$ cat config.mk
export PLATFORM = sky130hd
export DESIGN_NAME = ramp_adc_ctrl
export DESIGN_NICKNAME = d
export VERILOG_FILES = /design/src/rtl/ramp_adc_pkg.sv /design/src/rtl/ramp_adc_seq.sv /design/src/rtl/ramp_adc_count.sv /design/src/rtl/ramp_adc_ctrl.sv
export SDC_FILE = /design/constraint.sdc
export NUM_CORES = 1
export LEC_CHECK = 0
export ABC_AREA = 1
export ABC_CLOCK_PERIOD_IN_PS = 5180
export BUFFER_PORTS_ARGS = -buffer_cell sky130_fd_sc_hd__buf_2
export CELL_PAD_IN_SITES_DETAIL_PLACEMENT = 1
export CELL_PAD_IN_SITES_GLOBAL_PLACEMENT = 1
export CORE_MARGIN = 1.5
export CORE_UTILIZATION = 40
export CTS_CLUSTER_SIZE = 30
export DETAILED_ROUTE_END_ITERATION = 7
export PLACE_DENSITY = 0.95
export SYNTH_ARGS = -nofsm -noshare
export SYNTH_HDL_FRONTEND = slang
export SYNTH_SLANG_ARGS = --single-unit
$ cat constraint.sdc
create_clock -name clk -period 5.18 [get_ports clk]
set_clock_uncertainty 0.2 [all_clocks]
set_input_delay 0.259 -clock clk [delete_from_list [all_inputs] [get_ports clk]]
set_output_delay 0.259 -clock clk [all_outputs]
set_load 0.03 [all_outputs]
$ cat src/rtl/ramp_adc_pkg.sv
package ramp_adc_pkg;
  typedef enum logic [1:0] {
    PH_IDLE  = 2'd0,
    PH_HOLD  = 2'd1,
    PH_COUNT = 2'd2
  } phase_e;
endpackage

$ cat src/rtl/ramp_adc_seq.sv
module ramp_adc_seq
  import ramp_adc_pkg::*;
(
  input  logic clk,
  input  logic rst,
  input  logic start_i,
  input  logic cmp_below_i,
  input  logic at_max_i,
  output logic clr_o,
  output logic inc_o,
  output logic fin_o,
  output logic counting_o,
  output logic hold_o,
  output logic done_o
);
  phase_e phase_q, phase_d;

  always_comb begin
    clr_o   = 1'b0;
    inc_o   = 1'b0;
    fin_o   = 1'b0;
    phase_d = phase_q;
    unique case (phase_q)
      PH_IDLE: begin
        if (start_i) begin
          clr_o   = 1'b1;
          phase_d = PH_HOLD;
        end
      end
      PH_HOLD: phase_d = PH_COUNT;
      PH_COUNT: begin
        if (cmp_below_i && !at_max_i) begin
          inc_o = 1'b1;
        end else begin
          fin_o   = 1'b1;
          phase_d = PH_IDLE;
        end
      end
      default: phase_d = PH_IDLE;
    endcase
  end

  always_ff @(posedge clk) begin
    if (rst) begin
      phase_q <= PH_IDLE;
      hold_o  <= 1'b0;
      done_o  <= 1'b0;
    end else begin
      phase_q <= phase_d;
      hold_o  <= clr_o;
      done_o  <= fin_o;
    end
  end

  assign counting_o = (phase_q == PH_COUNT);

  AST_HOLD_SINGLE: assert property (@(posedge clk) disable iff (rst)
    hold_o |=> !hold_o);
  AST_DONE_PULSE: assert property (@(posedge clk) disable iff (rst)
    done_o |=> !done_o);
  AST_BUSY_START_IGNORED: assert property (@(posedge clk) disable iff (rst)
    (start_i && (hold_o || counting_o)) |=> !hold_o);
endmodule

$ cat src/rtl/ramp_adc_count.sv
module ramp_adc_count #(
  parameter int CODE_W = 12
) (
  input  logic              clk,
  input  logic              rst,
  input  logic              clr_i,
  input  logic              inc_i,
  output logic [CODE_W-1:0] code_o,
  output logic              at_max_o
);
  localparam logic [CODE_W-1:0] CODE_MAX = {CODE_W{1'b1}};

  always_ff @(posedge clk) begin
    if (rst || clr_i) begin
      code_o <= '0;
    end else if (inc_i) begin
      code_o <= code_o + 1'b1;
    end
  end

  assign at_max_o = (code_o == CODE_MAX);

  AST_NO_WRAP: assert property (@(posedge clk) disable iff (rst)
    (at_max_o && !clr_i) |=> at_max_o);
endmodule

$ cat src/rtl/ramp_adc_ctrl.sv
module ramp_adc_ctrl #(
  parameter int CODE_W = 12
) (
  input  logic              clk,
  input  logic              rst,
  input  logic              start_i,
  input  logic              cmp_below_i,
  output logic              hold_o,
  output logic [CODE_W-1:0] dac_code_o,
  output logic [CODE_W-1:0] result_o,
  output logic              done_o
);
  localparam logic [CODE_W-1:0] CODE_MAX = {CODE_W{1'b1}};

  logic clr, inc, fin, at_max, counting;

  ramp_adc_seq i_seq (
    .clk        (clk),
    .rst        (rst),
    .start_i    (start_i),
    .cmp_below_i(cmp_below_i),
    .at_max_i   (at_max),
    .clr_o      (clr),
    .inc_o      (inc),
    .fin_o      (fin),
    .counting_o (counting),
    .hold_o     (hold_o),
    .done_o     (done_o)
  );

  ramp_adc_count #(.CODE_W(CODE_W)) i_count (
    .clk     (clk),
    .rst     (rst),
    .clr_i   (clr),
    .inc_i   (inc),
    .code_o  (dac_code_o),
    .at_max_o(at_max)
  );

  always_ff @(posedge clk) begin
    if (rst) begin
      result_o <= '0;
    end else if (fin) begin
      result_o <= dac_code_o;
    end
  end

  AST_CODE_STEP: assert property (@(posedge clk) disable iff (rst)
    (counting && cmp_below_i && dac_code_o != CODE_MAX)
      |=> (dac_code_o == $past(dac_code_o) + 1'b1));
  AST_HOLD_CLEARS: assert property (@(posedge clk) disable iff (rst)
    hold_o |-> (dac_code_o == '0));
  AST_RESULT_STABLE: assert property (@(posedge clk) disable iff (rst)
    !done_o |-> $stable(result_o));
  AST_STOP_CAPTURE: assert property (@(posedge clk) disable iff (rst)
    (counting && !cmp_below_i) |=> (done_o && result_o == $past(dac_code_o)));
endmodule

# Word level (Yosys, flattened, before mapping)
# Index checks and enable logic that the tools add are counted.
# totals
word_cells	25
register_bits	28
out_inout_bits	26
# classes
add_sub_neg	1
eq_ne	5
reduce_logical	5
n_mux	9
# op_table
operator	n
$add A12 B1 Y12 const B	1
$eq A12 B12 Y1 const B	1
$mux W1	6
$pmux W2 S3	1
$mux W2	2
$ne A2 B2 Y1 const B	2
$eq A2 B1 Y1 const B	1
$eq A2 B2 Y1 const B	1
$logic_not A2 Y1	1
$reduce_and A2 Y1	1
$logic_and A1 B1 Y1	1
$logic_not A1 Y1	1
$logic_or A1 B1 Y1	1

# Longest topological paths before layout
# Gate-level depths: netlist (run 1).
# logic_depth
depth_word	5
ltp_mapped	9
depth_no_buf	8

# Modules after synthesis
# A second synthesis (run 1) with hierarchy kept.
# hier_totals
cells_unflattened	186
area_unflattened_um2	1271.2
# by_module_without_submodules
mod	area_each_um2	instances	cells_each	seq_area_each_um2
ramp_adc_count	604.3	1	89	240.2
ramp_adc_ctrl	496.7	1	76	240.2
ramp_adc_seq	170.2	1	21	80.1

# Least setup slack after synthesis (run 1)
# OpenSTA, ideal clock, no wires.
# synth_timing
kind	reg2reg
startpoint	reg i_count.code_o[1]
endpoint	reg result_o[0]
stages_incl_launch_ff	10
path_slack_ns	3.272
synth_period_minus_slack_ns	1.908
required_time_ns	4.848
n_path_buf	1
t_arrival_ns	1.576
path_cell_list	dfxtp_1 > ha_1 > inv_1 > nor2_1 > nand3_2 > nand2_4 > nand2_2 > buf_6 > nand2_1 > a21oi_1
# synth_via
elab_chain_len	5
# synth_rtl
item	line	text
start: declaration	ramp_adc_count.sv:8	output logic [CODE_W-1:0] code_o,
start signal: assignment	ramp_adc_count.sv:17	code_o <= code_o + 1'b1;
$eq A12 B12 Y1	ramp_adc_count.sv:21	assign at_max_o = (code_o == CODE_MAX);
$logic_not A1 Y1	ramp_adc_seq.sv:32	if (cmp_below_i && !at_max_i) begin
$logic_and A1 B1 Y1	ramp_adc_seq.sv:32	
$mux W1	ramp_adc_seq.sv:32	
$mux W1	ramp_adc_seq.sv:23	unique case (phase_q)
end signal: assignment	ramp_adc_ctrl.sv:44	result_o <= dac_code_o;
end: declaration	ramp_adc_ctrl.sv:10	output logic [CODE_W-1:0] result_o,
# Every way passes these cells.
# A chain may end at the register's enable or synchronous reset.

# Worst setup path after layout (run 1)
# layout_timing
startpoint	reg i_count.code_o[1]
endpoint	reg result_o[6]
# The elaborated chain is that of the path after synthesis.

==> impl_summary.md, run 1 <==
Run status
The flow ran to the end, and the final reports show no timing, DRC or antenna violations.

Route
The DRC violation count after routing is 0. The detailed router finished its first iteration with 54 violations. The routed layout has 1298 vias. Summed over all layers, the routed wires come to 3414 um. Dividing the detail-routed via count by the number of cells gives 5.110. The pre-antenna-repair detailed-routing pass consisted of 4 iterations.

The mean routed wirelength per cell is 13.44 um. In this run the remaining antenna-violating nets after routing total 0.

Worst hold path
The path class of the tightest hold or removal check is input port to register. The worst hold path terminates at i_count.code_o[8]. The worst hold path passes through 3 cells.

The origin of the worst min-delay path is cmp_below_i.

Placement
The weighted congestion reported at the end of routability-driven placement is 0.7864. The placed instances occupy a cell area of 0.001463 mm2. In this run the tool buffered the top-level ports with 29 buffer cells. Summed over all nets, the half-perimeter wirelength after detailed placement is 2462 um.

Finish
The fill cell instance count of the final layout is 447. The finished cells cover 0.001525 mm2. Registers take 560.5 um2.

Of the cells placed in the final design, the portion with a size suffix greater than 1 is 0.2000. For this run, the post-layout net count is 216. The final core utilization is 0.4915. The number of antenna diodes is 0. The footprint of the multi-input gates is 656.9 um2. The area overhead of the layout relative to synthesis is 15.33%.

Clock network
The CTS root buffer is clkbuf_4. At the later pin of the worst-skew pair, clock insertion delay measures 330 ps. TritonCTS built the clock tree. The count of cells resized by post-cts repair is 0. The number of buffers inserted during clock tree synthesis is 3. The count of clock tree sinks is 28.

After clock tree synthesis, the clock-pin slew on the worst setup and hold paths is 160 ps. The maximum count of clock buffers along a single path is 2. The deepest level of the CTS H-tree is 1.

Timing
The count of final hold-check violations is 0. The number of max-slew violations in the final report is 0. In the finished design, the share of the clock period the worst path needs comes to 0.3841. Setup violations remaining at the end of the flow were counted as 0. Adding up every negative setup slack in the final design gives 0 ps.

The fmax is 0.5026 GHz. The actual transition at the worst max-transition pin is 696.2 ps. The worst pin sits at a relative slew slack of 0.5354. Setup repair after global routing left no endpoint under its margin. The worst path needs 1990 ps of the cycle, external delays included.

Synthesis
Synthesis produced a netlist with a net count of 190. The distinct cell type count of the synthesized netlist is 19. The warning count from the yosys run is 0.

In the post-synthesis netlist, the cell with the most instances is nand2_1. Averaged over all synthesized cells, the footprint is 7.149 um2. In this run, synthesis produced a sequential element count of 28. Of the synthesized area, sequential elements account for 0.4238. Summed over all instances, the cell type with the most area after synthesis is dfxtp_1. The count of flip-flops with a built-in enable after synthesis is 0.

The share of the synthesized area in the top cell type is 0.4238. Ranked by instance count, the synthesized netlist is headed by nand2_1 (58), dfxtp_1 (28), a21oi_1 (25). The most used flip-flop cell after synthesis is dfxtp_1. The async set-or-reset flop fraction in the synthesized netlist is 0. The cell area that synthesis handed to floorplanning was 0.001323 mm2.

The number of instances in the synthesized netlist is 185. By area the synthesized netlist is led by dfxtp_1 (42%), nand2_1 (16%), a21oi_1 (9.5%), nand3_1 (6.4%), nor2_1 (4.0%).

Global routing
The wire length of the first global-routing pass is 5754 um. The aggregate global routing overflow is 0. The number of antenna violations at the first check in global routing is 0. The number of global-route vias before repair is 1226. In the global route stage, overall resource usage came out at 0.2077. Entering global routing, the biggest net connects 19 pins.

Worst setup path
Of all nets on the critical path, the largest fanout is 14. The startpoint class of the critical path is a register. The reg-to-reg critical path startpoint is i_count.code_o[1]. The data arrival time at the worst-slack endpoint is 2010 ps.

The worst setup path is captured at a register. Measured in cells, the most critical reg-to-reg path has a length of 8. The worst register-to-register path ends at result_o[6]. The critical path is of the register to register type. The flop-to-flop setup slack is 3190 ps. The required time at the endpoint of the critical path is 5200 ps.

Power and ir drop
The cell area power density is 251.4 mW/mm2. Summed over all cells, the static leakage comes to 0.5872 nW. VDD sags by at most 0.0001020 V.

Die
In this run the standard cell core region covers 0.003103 mm2. The starting utilization of the core area is 0.4262. The number of I/O pins is 30. The area of the die is 0.003660 mm2. The floorplan die height is 60.50 um. Row generation in the floorplan step produced 20 rows. Measured along the x axis, the die boundary spans 60.50 um.

Job
Across the run, the number of max-cap violations was 0.
[area by class of cell]
cell class,instances,share of cell area
Timing Repair Buffer,30,0.1017
Inverter,12,0.02953
Tap cell,44,0.03610
Clock inverter,1,0.01969
Clock buffer,3,0.01477
Sequential cell,28,0.3675
Multi-Input combinational cell,136,0.4307
[worst max-delay path by stage]
stage | start | endpoint | slack [ps] | depth (start not counted)
after floorplan | i_count.code_o[1] | result_o[0] | 3270 | 9
after global placement | i_count.code_o[0] | result_o[2] | 3330 | 8
after detailed placement | i_count.code_o[0] | result_o[6] | 3230 | 8
after CTS | i_count.code_o[0] | result_o[6] | 3190 | 8
after global routing | i_count.code_o[1] | result_o[7] | 2990 | 8
final | i_count.code_o[1] | result_o[6] | 3190 | 8
[routing by layer]
| metal | track usage | wire [um] |
|---|---|---|
| met1 | 0.2765 | 1631 |
| met4 | 0.02795 | 15 |
| met2 | 0.3649 | 1674 |
| met3 | 0.03412 | 93 |
| met5 | 0 | 0 |
[state kept, by name (all words and copies together) (netlist names)]
signal / flops
i_seq.phase_q: 2
i_seq.done_o: 1
result_o: 12
i_count.code_o: 12
i_seq.hold_o: 1
[kinds of logic after synthesis]
kind of cell | after synthesis | synth area share
AOI/OAI and AO/OA | 25 | 0.09461
DFF | 28 | 0.4238
buffers and inverters | 21 | 0.07946
adders and majority gates | 1 | 0.009459
xor gates and xnor gates | 5 | 0.03312
and+or+nand+nor | 105 | 0.3595
[worst max-delay path, stage by stage, from the launching register on]
cell and delay, ps:
dfxtp_1 450, ha_1 290, inv_1 70, nor2_1 130, nand3_2 150, nand2_4 190
nand2_2 190, nand2_1 140, a21oi_1 70
[power by group]
part	switching [mW]	internal, mW	total, mW	leakage [nW]
registers	0.00100	0.217	0.218	0.226
clock network	0.0671	0.0782	0.145	0.0279
logic	0.0155	0.00438	0.0199	0.333
total	0.0836	0.300	0.383	0.587
[through the flow]
step / cells / hold slack (ps) / power [mW] / setup slack, ps
4_1_cts: 254 / 62.68 / 0.3868 / 3194
2_1_floorplan: 185 / 223.0 / 0.2382 / 3272
3_5_place_dp: 249 / 258.8 / 0.2422 / 3226
6_report: 254 / 69.94 / 0.3834 / 3190
3_3_place_gp: 249 / 249.8 / 0.2417 / 3332
5_1_grt: 254 / 70.35 / 0.4002 / 2992
[cell usage in the layout, fill, tap and decap left out]
master         count
xor2_1             3
buf_2             29
bufinv_16          1
ha_1               1
clkbuf_4           3
xnor2_1            2
nor2_4             1
nand4_1            5
nor2_1            14
dlygate4sd3_1      1
nand2_1           58
a21oi_1           25
dfxtp_1           28
nor2_2             3
nand2_4            1
nand3_1           17
nand3_2            2
nand2_2            2
nand3b_1           2
inv_1             12
[repair_timing]
| action | in CTS | in global routing |
|---|---|---|
| hold endpoints to repair | 2 | 0 |
| hold buffers | 1 | 0 |
| buffers inserted | 0 | 0 |
Power figures use the tool's default switching activity.
==> run 2: changes to the inputs <==
Settings changed: ABC_CLOCK_PERIOD_IN_PS 5180 to 2100, CORE_UTILIZATION 40 to 37, PLACE_DENSITY 0.95 to 0.89.
Clock period 5.18 ns to 2.1 ns, I/O delays scaled along.
==> run 2 against run 1 <==
Critical path type unchanged. Critical endpoint is now result_o[2]. Hold slack improved by 200 ps. Die area increased by 7.7%. Sequential share of layout area decreased by 2.7 points. Register-to-register slack got worse by 3000 ps. Via count increased by 5.9%. Global-route usage increased by 0.22 points.
==> impl_summary.md, run 2 (same netlist as run 1, synthesis figures left out) <==
Worst setup path
The worst-case reg-to-reg path depth is 8. The startpoint identified for the worst register-to-register timing path is i_count.code_o[0]. The terminus of the critical flop-to-flop path is result_o[2]. The setup path with the least slack is of type register to register. STA puts the critical path data arrival time at 1920 ps. Setup slack on the worst reg-to-reg path comes out at 210 ps. STA classifies the critical path endpoint as a register. Data on the critical path is required at its endpoint by 2120 ps. Of all nets on the critical path, the largest fanout is 14. The worst setup path is launched from a register.

Clock network
CTS saw 28 sinks. Buffers added to address setup during post-CTS repair amount to 0. The CTS root buffer is clkbuf_4.

TritonCTS built the clock tree. The number of buffers inserted during clock tree synthesis is 3. After clock tree synthesis, the clock-pin slew on the worst setup and hold paths is 160 ps. Clock latency on the worst-skew pair, taken at its later pin, is 340 ps. In this run the number of H-tree levels came out at 1. The maximum count of clock buffers along a single path is 2.

Route
After detailed routing, the number of remaining DRC violations is 0. The violation count after the first detailed-route iteration is 36. The average via count per standard cell is 5.074. The via total after detailed routing is 1375.

The routed design has 3881 um of wire. Before antenna repair, the detailed router went through 4 iterations. Once detail routing completed, the nets flagged for antenna violations numbered 0.

The mean routed wirelength per cell is 14.32 um.

Power and ir drop
Of the total power, combinational logic draws 0.061. Of the total power, registers draw 0.564. The relative contribution of the clock network to total power is 0.375.

The peak supply drop is 0.0004535 V. The switching power of the nets is 0.2090 mW. The design internal power is 0.7462 mW.

Summing internal, switching and leakage power gives 0.9552 mW. Dividing total power by cell area gives a power density of 578.4 mW/mm2. The leakage dissipation is 0.6642 nW. The switching fraction of total power is 0.2188.

Die
The core footprint is 0.003390 mm2. The number of I/O pins is 30. The starting utilization of the core area is 0.3902. The floorplan die height is 62.79 um. The die covers 0.003942 mm2. The horizontal die dimension is 62.79 um. The number of rows in the core area is 21.

Finish
Counting the fill cells in the layout gives 462. The number of antenna diodes is 0. Of the cells placed in the final design, the portion with a size suffix greater than 1 is 0.2489. The final design area excluding fillers is 0.001652 mm2. The number of standard cells in the layout, taps in and fillers out is 271. The final layout contains 231 nets. The area overhead of the layout relative to synthesis is 24.88%. In the layout the commonest cells are nand2_1 (58), buf_2 (29), dfxtp_1 (27).

The final core utilization is 0.4873. The largest registers in the layout are i_count.code_o: 12 flops, result_o: 12 flops, i_seq.phase_q: 2 flops. The most frequent standard cell in the layout excluding fill and tap cells is nand2_1.

Worst hold path
The startpoint identified for the worst hold timing path is result_o[6]. The worst hold path was traced through 2 stages. The worst hold path terminates at result_o[6]. In this run the worst hold path is classified as register to register.

Global routing
The number of antenna violations at the first check in global routing is 0. The number of global-route vias before repair was 1311. After global routing the overflow that remains totals 0. The overall track demand over capacity in global routing is 0.2099. The wire length of the first global-routing pass is 6430 um. Entering global routing, the biggest net connects 18 pins.

Timing
Setup slack on the critical path of the routed design comes to 206.9 ps. The number of max-slew violations in the final report is 0. The actual transition at the worst max-transition pin is 468.4 ps.

The count of final hold-check violations is 0. The sum of negative setup slack is 0 ps. The routed design could run at a clock period as short as 1893 ps. Setup repair after global routing left no endpoint under its margin. Dividing the final minimum period by the clock period gives 0.9015. Based on the critical path, the design can be clocked at up to 0.5282 GHz. Setup violations remaining at the end of the flow were counted as 0. The final-layout worst hold slack is 273.7 ps. The worst slew slack as a fraction of its limit is 0.6870.

Placement
The number of cells in the design after placement is 263. The weighted congestion reported at the end of routability-driven placement is 0.8023. Buffers placed on the I/O ports in this run total 29. Detailed placement finished with a half-perimeter wire length of 2781 um.

OpenSTA, run right after detailed placement, puts the worst setup slack at 177.1 ps. Summing all placed instances gives a cell area of 0.001555 mm2.

Job
Across the run, the number of max-cap violations was 0.

Run status
The run finished with clean final reports.
==> run 2: power groups by stage <==
stage / sequential, mW / clock (mW) / combinational (mW)
global route: 0.540 / 0.384 / 0.0635
global placement: 0.550 / 0 / 0.0498
finish: 0.539 / 0.358 / 0.0585
floorplan: 0.553 / 0 / 0.0340
detailed placement: 0.550 / 0 / 0.0520
CTS: 0.539 / 0.365 / 0.0582
==> run 2: how the worst max path moves through the flow <==
stage	slack (ps)	start	to
global route	30	i_count.code_o[0]	result_o[4]
detailed placement	180	i_count.code_o[0]	result_o[2]
CTS	120	i_count.code_o[0]	result_o[2]
finish	210	i_count.code_o[0]	result_o[2]
global placement	300	i_count.code_o[0]	result_o[2]
floorplan	190	i_count.code_o[1]	result_o[0]
==> run 2: critical path: stages (launching register included) <==
cell	delay [ps]
dfxtp_2	410
ha_2	240
inv_1	50
nor2_1	140
nand3_2	150
nand2_4	200
nand2_2	200
nand2_1	130
a21oi_1	70
==> run 2: cell type report <==
| cell class | instances | area (um2) | share of cell area |
|---|---|---|---|
| multi-input cells | 136 | 659.4 | 0.3992 |
| clock buffers | 3 | 22.52 | 0.01364 |
| repair buffers | 45 | 275.3 | 0.1667 |
| flip-flops and latches | 28 | 561.8 | 0.3402 |
| clock inverters | 1 | 30.03 | 0.01818 |
| well taps | 46 | 57.56 | 0.03485 |
| inverters | 12 | 45.04 | 0.02727 |
==> run 2: per-layer routing <==
layer  part of all wire  vias up  wire (um)  GRT usage
li1                   -      681          -          -
met1               0.47      662       1819     0.2617
met2               0.49       28       1897     0.3763
met3              0.035        4        135    0.03964
met4             0.0075        0         29    0.04167
met5                  0        -          0          0
==> run 2: timing repair <==
| action | in CTS | in global routing |
|---|---|---|
| hold buffers | 4 | 0 |
| resized for setup | 0 | 2 |
| hold endpoints to repair | 18 | 0 |
| endpoints found under the setup margin | 0 | 12 |
